<file path="src/rtl/rw_gate_pkg.sv">
package rw_gate_pkg;
  typedef enum logic [1:0] {
    PREQ_NONE = 2'd0,
    PREQ_SET  = 2'd1,
    PREQ_CLR  = 2'd2
  } prot_req_e;
endpackage

</file>
<file path="src/rtl/rw_gate_logic.sv">
module rw_gate_logic (
  input  logic wr_en_i,
  input  logic er_en_i,
  input  logic rd_en_i,
  input  logic sel_rdy_i,
  input  logic pos_mode_i,
  input  logic protected_i,
  output logic wr_mode_no,
  output logic er_cur_en_no,
  output logic rd_en_o,
  output logic busy_o
);
  logic qual;

  // shared qualifier for write and erase paths
  assign qual         = sel_rdy_i & pos_mode_i & ~protected_i;
  assign wr_mode_no   = ~(wr_en_i & qual);
  assign er_cur_en_no = ~(er_en_i & qual);
  assign rd_en_o      = rd_en_i & sel_rdy_i;
  assign busy_o       = wr_en_i | er_en_i;
endmodule

</file>
<file path="src/rtl/rw_protect_latch.sv">
module rw_protect_latch
  import rw_gate_pkg::*;
#(
  parameter logic RST_VAL = 1'b1
) (
  input  logic clk_i,
  input  logic rst_ni,
  input  logic busy_i,
  input  logic set_i,
  input  logic clr_i,
  output logic protected_o
);
  prot_req_e fresh, eff, pend_q, pend_d;
  logic      prot_q, prot_d;

  always_comb begin
    if (set_i)      fresh = PREQ_SET;
    else if (clr_i) fresh = PREQ_CLR;
    else            fresh = PREQ_NONE;
    eff = (fresh != PREQ_NONE) ? fresh : pend_q;
  end

  always_comb begin
    prot_d = prot_q;
    pend_d = PREQ_NONE;
    if (busy_i) begin
      pend_d = eff;
    end else begin
      unique case (eff)
        PREQ_SET: prot_d = 1'b1;
        PREQ_CLR: prot_d = 1'b0;
        default:  prot_d = prot_q;
      endcase
    end
  end

  always_ff @(posedge clk_i or negedge rst_ni) begin
    if (!rst_ni) begin
      prot_q <= RST_VAL;
      pend_q <= PREQ_NONE;
    end else begin
      prot_q <= prot_d;
      pend_q <= pend_d;
    end
  end

  assign protected_o = prot_q;

  p_prot_hold_r5: assert property (@(posedge clk_i) disable iff (!rst_ni)
    busy_i |=> $stable(prot_q));
  p_pend_flush_r5: assert property (@(posedge clk_i) disable iff (!rst_ni)
    !busy_i |=> (pend_q == PREQ_NONE));
  p_set_wins_r8: assert property (@(posedge clk_i) disable iff (!rst_ni)
    (set_i && clr_i && !busy_i) |=> prot_q);
endmodule

</file>
<file path="src/rtl/rw_heads_ctl.sv">
module rw_heads_ctl #(
  parameter logic RST_VAL = 1'b0
) (
  input  logic clk_i,
  input  logic rst_ni,
  input  logic busy_i,
  input  logic load_i,
  input  logic unload_i,
  output logic loaded_o
);
  logic loaded_q, loaded_d;
  logic unl_pend_q, unl_pend_d;

  always_comb begin
    loaded_d   = loaded_q;
    unl_pend_d = unl_pend_q;
    if (load_i) begin
      loaded_d   = 1'b1;
      unl_pend_d = 1'b0;
    end else if (busy_i) begin
      unl_pend_d = unl_pend_q | unload_i;
    end else begin
      if (unload_i || unl_pend_q) loaded_d = 1'b0;
      unl_pend_d = 1'b0;
    end
  end

  always_ff @(posedge clk_i or negedge rst_ni) begin
    if (!rst_ni) begin
      loaded_q   <= RST_VAL;
      unl_pend_q <= 1'b0;
    end else begin
      loaded_q   <= loaded_d;
      unl_pend_q <= unl_pend_d;
    end
  end

  assign loaded_o = loaded_q;

  p_no_unload_busy_r6: assert property (@(posedge clk_i) disable iff (!rst_ni)
    busy_i |=> !$fell(loaded_q));
  p_load_r9: assert property (@(posedge clk_i) disable iff (!rst_ni)
    load_i |=> (loaded_q && !unl_pend_q));
endmodule

</file>
<file path="src/rtl/rw_gate_ctrl.sv">
module rw_gate_ctrl #(
  parameter logic PROT_RST  = 1'b1,
  parameter logic HEADS_RST = 1'b0
) (
  input  logic clk_i,
  input  logic rst_ni,
  input  logic wr_en_i,
  input  logic er_en_i,
  input  logic rd_en_i,
  input  logic sel_rdy_i,
  input  logic pos_mode_i,
  input  logic prot_set_i,
  input  logic prot_clr_i,
  input  logic load_req_i,
  input  logic unload_req_i,
  output logic wr_mode_no,
  output logic er_cur_en_no,
  output logic rd_en_o,
  output logic wr_or_er_no,
  output logic protected_o,
  output logic heads_loaded_o
);
  logic busy;
  logic prot;

  rw_gate_logic i_gate (
    .wr_en_i      (wr_en_i),
    .er_en_i      (er_en_i),
    .rd_en_i      (rd_en_i),
    .sel_rdy_i    (sel_rdy_i),
    .pos_mode_i   (pos_mode_i),
    .protected_i  (prot),
    .wr_mode_no   (wr_mode_no),
    .er_cur_en_no (er_cur_en_no),
    .rd_en_o      (rd_en_o),
    .busy_o       (busy)
  );

  rw_protect_latch #(.RST_VAL(PROT_RST)) i_prot (
    .clk_i       (clk_i),
    .rst_ni      (rst_ni),
    .busy_i      (busy),
    .set_i       (prot_set_i),
    .clr_i       (prot_clr_i),
    .protected_o (prot)
  );

  rw_heads_ctl #(.RST_VAL(HEADS_RST)) i_heads (
    .clk_i    (clk_i),
    .rst_ni   (rst_ni),
    .busy_i   (busy),
    .load_i   (load_req_i),
    .unload_i (unload_req_i),
    .loaded_o (heads_loaded_o)
  );

  assign wr_or_er_no = ~busy;
  assign protected_o = prot;

  p_wr_qual_r1: assert property (@(posedge clk_i) disable iff (!rst_ni)
    !wr_mode_no |-> (wr_en_i && sel_rdy_i && pos_mode_i && !protected_o));
  p_er_qual_r2: assert property (@(posedge clk_i) disable iff (!rst_ni)
    !er_cur_en_no |-> (er_en_i && sel_rdy_i && pos_mode_i && !protected_o));
  p_rd_qual_r3: assert property (@(posedge clk_i) disable iff (!rst_ni)
    rd_en_o |-> (rd_en_i && sel_rdy_i));
  p_flag_out_r4: assert property (@(posedge clk_i) disable iff (!rst_ni)
    (!wr_en_i && !er_en_i) |-> wr_or_er_no);
endmodule

</file>
<file path="config.mk">
export PLATFORM = sky130hd
export DESIGN_NAME = rw_gate_ctrl
export DESIGN_NICKNAME = d
export VERILOG_FILES = /design/src/rtl/rw_gate_pkg.sv /design/src/rtl/rw_gate_logic.sv /design/src/rtl/rw_protect_latch.sv /design/src/rtl/rw_heads_ctl.sv /design/src/rtl/rw_gate_ctrl.sv
export SDC_FILE = /design/constraint.sdc
export NUM_CORES = 1
export LEC_CHECK = 0
export ABC_AREA = 1
export CAP_MARGIN = 20
export CORE_AREA = 2 2 39 41
export DETAILED_ROUTE_END_ITERATION = 16
export DIE_AREA = 0 0 41 43
export PLACE_DENSITY = 0.56
export SYNTH_ARGS = -nofsm -noshare
export SYNTH_HDL_FRONTEND = slang
export SYNTH_SLANG_ARGS = --single-unit
</file>
<file path="constraint.sdc">
create_clock -name clk_i -period 2.4 [get_ports clk_i]
set_clock_uncertainty 0.1 [all_clocks]
set_input_delay 0.24 -clock clk_i [delete_from_list [all_inputs] [get_ports clk_i]]
set_output_delay 0.24 -clock clk_i [all_outputs]
set_load 0.01 [all_outputs]
</file>
## Word level (Yosys, flattened, before mapping)

Index checks and enable logic that the tools add are counted.

| storage, ports and cells | value |
|---|---|
| logic and storage cells | 34 |
| register bits after elaboration | 5 |

| cells by class | value |
|---|---|
| bitwise operators | 11 |
| equal/unequal tests | 3 |
| muxes and demuxes | 10 |
| reductions and logical operators | 6 |

Operators with widths:

| operator | count |
|---|---|
| $mux 2 | 4 |
| $reduce_bool 2->1 | 3 |
| $and 1x1->1 | 5 |
| $mux 1 | 5 |
| $not 1->1 | 4 |
| $reduce_and 2->1 | 2 |
| $eq 2x1->1 const B | 1 |
| $eq 2x2->1 const B | 1 |
| $ne 2x2->1 const B | 1 |
| $or 1x1->1 | 2 |
| $pmux 1 s2 | 1 |
| $logic_or 1x1->1 | 1 |

## Depth between registers and ports, before layout

Gate-level depths: netlist of the first run.

| depth | value |
|---|---|
| depth after elaboration | 7 |
| depth in mapped cells | 7 |

## Hierarchy

From an unflattened synthesis of the first run, not the netlist that was laid out.

| second synthesis, totals | value |
|---|---|
| cell total of the unflattened synthesis | 34 |
| area, all modules | 272.8 um^2 |

Modules (own cells, without submodules):

| module | instances | cells an instance | area each (um^2) |
|---|---|---|---|
| rw_protect_latch | 1 | 18 | 155.1 |
| rw_heads_ctl | 1 | 9 | 83.8 |
| rw_gate_logic | 1 | 6 | 30.0 |
| rw_gate_ctrl | 1 | 1 | 3.8 |

## Least setup slack after synthesis of the first run

Ideal clock, no wire load.

| timing | value |
|---|---|
| path kind | register -> register |
| start point | reg i_prot.pend_q[0] |
| end point | reg i_prot.prot_q, in the netlist i_prot.protected_o |
| clock period less this slack | 1.130 ns |
| cell stages (with the launch flop) | 7 |
| arrival time | 0.955 ns |
| slack | 1.270 ns |
| setup time | 0.076 ns |
| cell sequence | dfrtp_1 > a21oi_1 > ha_1 > inv_1 > nand2_1 > nand2_1 > nand2_1 |

| on the way | value |
|---|---|
| cells in the longest elaborated chain, start to end | 4 |
| elaborated cells between the ends (all ways) | 6 |
| classes of those cells | eq/ne (2); mux (2); reduce/logical (2) |

Ends and longest elaborated chain:

| what | RTL line | text |
|---|---|---|
| start, declared | rw_protect_latch.sv:13 | `prot_req_e fresh, eff, pend_q, pend_d;` |
| start signal, assigned | rw_protect_latch.sv:43 | `pend_q <= pend_d;` |
| $mux 2 (*) | rw_protect_latch.sv:20 | `eff = (fresh != PREQ_NONE) ? fresh : pend_q;` |
| $eq 2x1->1 / $eq 2x2->1 (equally long branches) | rw_protect_latch.sv:29 | `unique case (eff)` |
| $reduce_bool 2->1 (no source line) | -- |  |
| $reduce_and 2->1 (no source line) | -- |  |
| end signal, assigned | rw_protect_latch.sv:42 | `prot_q <= prot_d;` |
| end, declared | rw_protect_latch.sv:14 | `logic prot_q, prot_d;` |

Every way passes the cells marked *; elsewhere a longest branch is shown, timed or not.
A chain may end at the register's enable or synchronous reset.

## Worst setup path in the final report of the first run

| timing | value |
|---|---|
| start point | in er_en_i |
| end point | out wr_or_er_no |

| on the way | value |
|---|---|
| cells in the longest elaborated chain, start to end | 2 |

Ends and longest elaborated chain:

| what | RTL line | text |
|---|---|---|
| start, declared | rw_gate_ctrl.sv:8 | `input logic er_en_i,` |
| $or 1x1->1 | rw_gate_logic.sv:20 | `assign busy_o = wr_en_i \| er_en_i;` |
| $not 1->1 (no source line) | -- |  |
| end, declared | rw_gate_ctrl.sv:19 | `output logic wr_or_er_no,` |

Every way passes these cells.

==> results list, run 1 <==
- CTS placed an instance of sky130_fd_sc_hd__clkbuf_4 at the clock tree root.
- Of the post-synthesis cell area, the dominant cell type holds 0.392.
- Total routed wirelength: 574 µm
- For this design the total switching power over the nets is 67.6 µW.
* Worst Setup Path Type: in -> out
- Reg2reg end: i_prot.protected_o
- Highest cell delay on the worst timing path: 0.56 ns
- Post-cts resize count: 0
* Min Clock Period, post-route: 1.81 ns
- Cell type with the largest total area after synthesis: sky130_fd_sc_hd__dfrtp_1
* Largest driver fanout on the critical path: 7
- Wire length per cell after detailed routing: 8.44 µm
- The total overflow left after global routing is 0.
* Transition time at the pin with the least slew margin: 0.229 ns
* Static leakage: 0.000223 µW
- The die covers 0.00176 mm².
* Die extent in x: 41 µm
* Total number of cells along the worst setup path: 3
- For this run, asynchronously set or reset flops after synthesis account for 1.00.
- Post-Synthesis Mean Instance Area: 7.98 µm²
- Buffers inserted to repair hold after CTS numbered 0.
- Across the VDD grid, the largest voltage drop is 0.193 mV.
* Antenna diode count: 0
- The detail route stage leaves a number of antenna-violating nets equal to 0.
* Worst reg2reg path startpoint: i_prot.pend_q[1]
- In the synthesized netlist the dominant register cell turns out to be sky130_fd_sc_hd__dfrtp_1.
- Register-to-register path setup slack: 1.22 ns
- Count of port buffers added during placement: 16
- The longest clock path from root to sink contains 2 buffers.
* Num CTS Buffers: 3
- Cell types with the largest area share after synthesis: sky130_fd_sc_hd__dfrtp_1, sky130_fd_sc_hd__nand2_1, sky130_fd_sc_hd__dfstp_2, sky130_fd_sc_hd__inv_1, sky130_fd_sc_hd__nor2_1
- Number of H-tree levels: 1
* Final #Nets: 65
* Cells along the critical path: clkdlybuf4s50_1 -> nor2_4 -> clkdlybuf4s50_1
* Req. time, crit path: 2.06 ns
* Routed vias/inst: 3.81
* Total global routing track utilization: 0.0981
- In the synthesized netlist, the number of instances is 32.
* Setup fix buffers added after clock tree synthesis: 0
* First drt pass iteration count: 1
* Total number of yosys warnings: 0
- The worst pin sits at a relative slew slack of 0.847.
- Fmax achieved: 553 MHz
- The synthesized design contains 0 enable-type register cells.
- Among cell families on the critical path, the largest total delay comes from buffers and inverters.
- Number of violations reported at the end of detailed-routing iteration 0: 0
- Row generation in the floorplan step produced 14 rows.
- By instance count, the cell type seen most on the critical path is sky130_fd_sc_hd__clkdlybuf4s50_1.
- The number of nets in the synthesized netlist is 44.
* DRC violations left: 0
- Class of the most critical hold timing path: in -> async
- The worst setup path is captured at an output port.
- Netlist area before placement: 255 µm²
- The congestion estimate from routability-driven global placement came to 0.644.
* DPL Wire Length: 473 µm
- Portion of the post-synthesis area used by sequential elements: 0.495
- Standard cell with the maximum stage delay on the critical path: sky130_fd_sc_hd__clkdlybuf4s50_1
* Destination of the critical timing path: wr_or_er_no
- Via count of the first global-routing pass: 267
- Number of clock sinks seen by CTS: 5
- Clock-pin slew was measured on the worst setup and hold paths at 0.05 ns.
- Power density over the cells: 574 mW/mm²
- Largest net degree at the start of global routing: 8
- Of the total power, the share spent switching nets is 0.255.
- In the finished design, the share of the clock period the worst path needs comes to 0.753.
* Number of distinct library cells after synthesis: 11
- TritonCTS built the clock tree.
- In this run the standard cell core region covers 0.00138 mm².
* Vias: 259
- Compared with the post-synthesis result, the final layout area differs by 80.9%.
- The count of pins over their slew limit came to 0.
- Count of boundary I/O pins: 17
- Launching instance or port of the critical path: er_en_i
* Max Cap Viol: 0
- Data arrival time of the critical path: 1.47 ns
* Synth top cells by count: sky130_fd_sc_hd__nand2_1, sky130_fd_sc_hd__inv_1, sky130_fd_sc_hd__dfrtp_1, sky130_fd_sc_hd__nor2_1, sky130_fd_sc_hd__nand4_1
- The first global-routing pass estimated 1.06 mm of wire.
* Sum of buffers and inverters on the critical path: 2
* Starting density of the core: 0.184
* Worst Reg2Reg Path Length in Cells: 7
* Result of the run: finished, final reports clean
- The share of total power dissipated in combinational logic is 0.243.
- The number of hold-slack violations in the final timing report was 0.
* Clock latency on the worst-skew pair: 0.25 ns
- After synthesis the netlist holds a flip-flop and latch count of 5.
- Share of power burned in registers: 0.385
- Total negative slack: 0 ns
- The initial antenna violation count was 0.
* Die Span Y: 43 µm
* Critical Path Source Type: primary input
- Setup repair after global routing left no endpoint under its margin.
- Setup violations remaining at the end of the flow were counted as 0.
- For this run, the share of the core covered by cells in the final layout is 0.334.
- Fill count: 152
- The share of total power dissipated in the clock network is 0.372.
- Cell with the most instances after synthesis: sky130_fd_sc_hd__nand2_1
- Layout cells sized above 1: 0.0962
* Internal power summed over all cells: 197 µW
[stage by stage]
stage / hold slack [ns] / worst slack [ns] / power (µW) / cells / instance area, µm²
after global routing: 0.109 / 0.535 / 288 / 68 / 462
after CTS: 0.117 / 0.585 / 270 / 68 / 462
after global placement: 0.364 / 0.593 / 168 / 64 / 435
final: 0.114 / 0.592 / 265 / 68 / 462
after detailed placement: 0.368 / 0.593 / 169 / 64 / 435
after floorplan: -0.156 / 1.27 / 127 / 32 / 255
[cell families (layout without fill, tap and decap cells)]
| kind of cell | after synthesis | count (layout) | synth area share |
|---|---|---|---|
| AOI/OAI and AO/OA | 1 | 1 | 0.0196 |
| adders and majority gates | 1 | 1 | 0.0490 |
| buffers and inverters | 7 | 27 | 0.103 |
| DFF | 5 | 5 | 0.495 |
| and+or+nand+nor | 18 | 18 | 0.333 |
[worst reg2reg max path: stages, from the launching register on]
cell	delay, ns
sky130_fd_sc_hd__dfrtp_1	0.35
sky130_fd_sc_hd__nor2_1	0.14
sky130_fd_sc_hd__nor2_1	0.06
sky130_fd_sc_hd__ha_1	0.26
sky130_fd_sc_hd__inv_1	0.07
sky130_fd_sc_hd__nand2_1	0.05
sky130_fd_sc_hd__nand2_1	0.06
sky130_fd_sc_hd__nand2_1	0.04
[flip-flops by register name, indices dropped and copies added, names as in the netlist]
name                count
i_heads.loaded_o        1
i_heads.unl_pend_q      1
i_prot.pend_q           2
i_prot.protected_o      1
[worst min path at each step]
stage	startpoint	endpoint	slack, ns
2_1_floorplan	rst_ni	i_heads.loaded_o	-0.16
3_3_place_gp	i_prot.protected_o	i_prot.protected_o	0.36
3_5_place_dp	i_prot.protected_o	i_prot.protected_o	0.37
4_1_cts	rst_ni	i_heads.loaded_o	0.12
5_1_grt	rst_ni	i_heads.unl_pend_q	0.11
6_report	rst_ni	i_heads.loaded_o	0.11
[final cells by class]
type,instances,area (µm²),share of cell area
repair buffers,16,160,0.347
well taps,16,20.0,0.0434
multi-input cells,20,103,0.222
clock buffers,4,26.3,0.0569
flip-flops and latches,5,126,0.274
inverters,7,26.3,0.0569
[power by group through the flow]
stage | clock network (µW) | logic (µW) | registers [µW]
floorplan | 0 | 22.1 | 105
global placement | 0 | 65.2 | 103
detailed placement | 0 | 65.6 | 103
CTS | 103 | 65.9 | 102
global route | 112 | 73.0 | 104
finish | 98.5 | 64.5 | 102
[metal layers]
layer | vias up | track usage | share of wire
li1 | 136 | - | -
met1 | 114 | 0.105 | 0.41
met2 | 7 | 0.128 | 0.50
met3 | 2 | 0.0628 | 0.063
met4 | 0 | 0.0800 | 0.033
met5 | - | 0 | 0
[layout by cell type (no fill, tap or decap)]
| master | netlist | final |
|---|---|---|
| sky130_fd_sc_hd__a21oi_1 | 1 | 1 |
| sky130_fd_sc_hd__clkbuf_4 | 0 | 3 |
| sky130_fd_sc_hd__nand3b_1 | 1 | 1 |
| sky130_fd_sc_hd__nand2_1 | 9 | 9 |
| sky130_fd_sc_hd__nor2_1 | 4 | 4 |
| sky130_fd_sc_hd__ha_1 | 1 | 1 |
| sky130_fd_sc_hd__nor2_4 | 1 | 1 |
| sky130_fd_sc_hd__clkbuf_1 | 0 | 1 |
| sky130_fd_sc_hd__inv_1 | 7 | 7 |
| sky130_fd_sc_hd__dfstp_2 | 1 | 1 |
| sky130_fd_sc_hd__nand4_1 | 2 | 2 |
| sky130_fd_sc_hd__dfrtp_1 | 4 | 4 |
| sky130_fd_sc_hd__clkdlybuf4s50_1 | 0 | 16 |
| sky130_fd_sc_hd__nor3_1 | 1 | 1 |
(Power assumes the default switching activity.)
==> run 2, diff against run 1 <==
==> constraint.sdc (replaced) <==
create_clock -name clk_i -period 1.8 [get_ports clk_i]
set_clock_uncertainty 0.1 [all_clocks]
set_input_delay 0.18 -clock clk_i [delete_from_list [all_inputs] [get_ports clk_i]]
set_output_delay 0.18 -clock clk_i [all_outputs]
set_load 0.01 [all_outputs]
==> results list, run 2 (synthesis gave the netlist of run 1 again) <==
* Result of the run: finished, final reports clean
- In the finished design, the share of the clock period the worst path needs comes to 0.953.
- IR analysis of the VDD net gives a maximum drop of 0.316 mV.
- Leaving out fill and tap cells, the most frequent cells in the layout are sky130_fd_sc_hd__clkdlybuf4s50_1, sky130_fd_sc_hd__nand2_1, sky130_fd_sc_hd__inv_1.
- The design draws 355 µW.
- Entering global routing, the biggest net connects 7 pins.
- Clock-pin slew was measured on the worst setup and hold paths at 0.04 ns.
* Data arrival time of the critical path: 1.44 ns
* Count of boundary I/O pins: 17
- The number of antenna diodes in the final layout is 0.
- Worst Setup Path Type: reg -> out
* Hold_buf cts: 0
* Worst reg2reg path startpoint: i_prot.pend_q[0]
- Remaining antenna violation count: 0
- The area growth from synthesis to layout is 83.8%.
* Transition time at the pin with the least slew margin: 0.227 ns
- Wires add up to 569 µm.
- Global route total overflow: 0
- The min-delay analysis places its worst path in the category in -> async.
- Power density over the cells: 756 mW/mm²
- Flip-flop count of the largest register after layout: 2
* Final critical-path setup slack: 0.0850 ns
- Dividing the detail-routed via count by the number of cells gives 3.58.
- For this run, the number of standard cells in the final layout without fillers is 69.
- Most common cell after layout, fill and taps aside: sky130_fd_sc_hd__clkdlybuf4s50_1
- On the worst path, the slowest cell contributes a delay of 0.54 ns.
- Number of clock sinks seen by CTS: 5
- Total global routing track utilization: 0.0827
- After floorplanning, the core was divided into 14 placement rows.
* DRC violations left: 0
- After clock tree synthesis, the repair step resized 0 gates.
- The worst setup path is captured at an output port.
* Count of port buffers added during placement: 16
- Std-Cell Core Area: 0.00138 mm²
- Pre-CTS setup slack: 0.204 ns
- TritonCTS built the clock tree.
* Worst hold slack after final layout: 0.0525 ns
* Final Hold Vio Count: 0
- From bottom edge to top edge, the die measures 43 µm.
- In this run the horizontal extent of the chip is 41 µm.
- Vias: 247
- Fmax achieved: 583 MHz
- Number of antenna violations at the first check in global routing: 0
- In this run the post-CTS setup repair buffer count came out at 0.
* Critical Path Source Type: flop
- Headroom to the max-slew limit came out at 0.848.
- Number of H-tree levels: 1
- The number of global-route vias before repair is 224.
- Area of the die: 0.00176 mm²
* Total negative slack: 0 ns
- Of the cells placed in the final design, the portion with a size suffix greater than 1 is 0.113.
* Standard cell with the maximum stage delay on the critical path: sky130_fd_sc_hd__dfstp_2
* Reg2reg end: i_prot.protected_o
- The register with the most flip-flops in the final layout is i_prot.pend_q.
- Across the run, the number of max-cap violations was 0.
- First drt pass iteration count: 1
- Wire length per cell after detailed routing: 8.25 µm
* Max-slew violations: 0
* Unrepaired setup endpoints after global routing: no
- Register-to-register path setup slack: 0.63 ns
- Maximum clock insertion buffer count: 2
- Counting tap cells, the placed design contains a total of 65 instances.
* Req. time, crit path: 1.52 ns
- For this design the static power due to leakage is 0.000228 µW.
* Number of violations reported at the end of detailed-routing iteration 0: 0
- In this run the worst path has a maximum fanout of 3.
* Clock latency on the worst-skew pair: 0.25 ns
- For this run, the post-layout net count is 66.
- DPL Wire Length: 459 µm
- Cells along the critical path: inv_1 -> nand4_1 -> clkdlybuf4s50_1
* Final weighted congestion of routability-driven global placement: 0.624
- Num CTS Buffers: 3
- Final setup violation count: 0
- Worst Reg2Reg Path Length in Cells: 6
- The first global-routing pass estimated 903 µm of wire.
- Cell at the root of the clock tree: sky130_fd_sc_hd__clkbuf_4
* Starting density of the core: 0.184
- Min Clock Period, post-route: 1.72 ns
run 2: through the flow:
| stage | utilization | area (µm²) |
|---|---|---|
| global placement | 0.320 | 443 |
| detailed placement | 0.320 | 443 |
| global route | 0.339 | 469 |
| finish | 0.339 | 469 |
| CTS | 0.339 | 469 |
| floorplan | - | 255 |
run 2: worst max path at each step:
stage | startpoint | to | slack (ns) | depth (start not counted)
final | i_prot.protected_o | wr_mode_no | 0.08 | 3
after global routing | i_prot.protected_o | er_cur_en_no | 0.05 | 3
after CTS | i_prot.protected_o | wr_mode_no | 0.07 | 3
after detailed placement | sel_rdy_i | rd_en_o | 0.20 | 4
after global placement | er_en_i | wr_or_er_no | 0.20 | 3
after floorplan | i_prot.pend_q[0] | i_prot.protected_o | 0.67 | 6
run 2: final cells by class:
| cell class | instances | area (µm²) |
|---|---|---|
| fill | 150 | 915 |
| sequential | 5 | 126 |
| tap | 16 | 20.0 |
| multi-input combinational | 20 | 103 |
| clock buffer | 4 | 26.3 |
| timing repair buffer | 17 | 168 |
| inverter | 7 | 26.3 |
run 2: report_power, final:
group | internal [µW] | total [µW] | switching [µW]
clock | 83.9 | 132 | 47.9
sequential | 129 | 135 | 6.21
combinational | 51.6 | 87.7 | 36.1
total | 265 | 355 | 90.2
run 2: metal layers:
layer	global-route usage	routed length, µm
met5	0	0
met3	0.0628	41
met4	0.0600	0
met2	0.0938	282
met1	0.101	245
run 2: critical path, delay by kind of cell, from the launching register on:
family,cells,cell delay [ns]
buf+inv,2,0.59
flops,1,0.54
simple gates,1,0.06
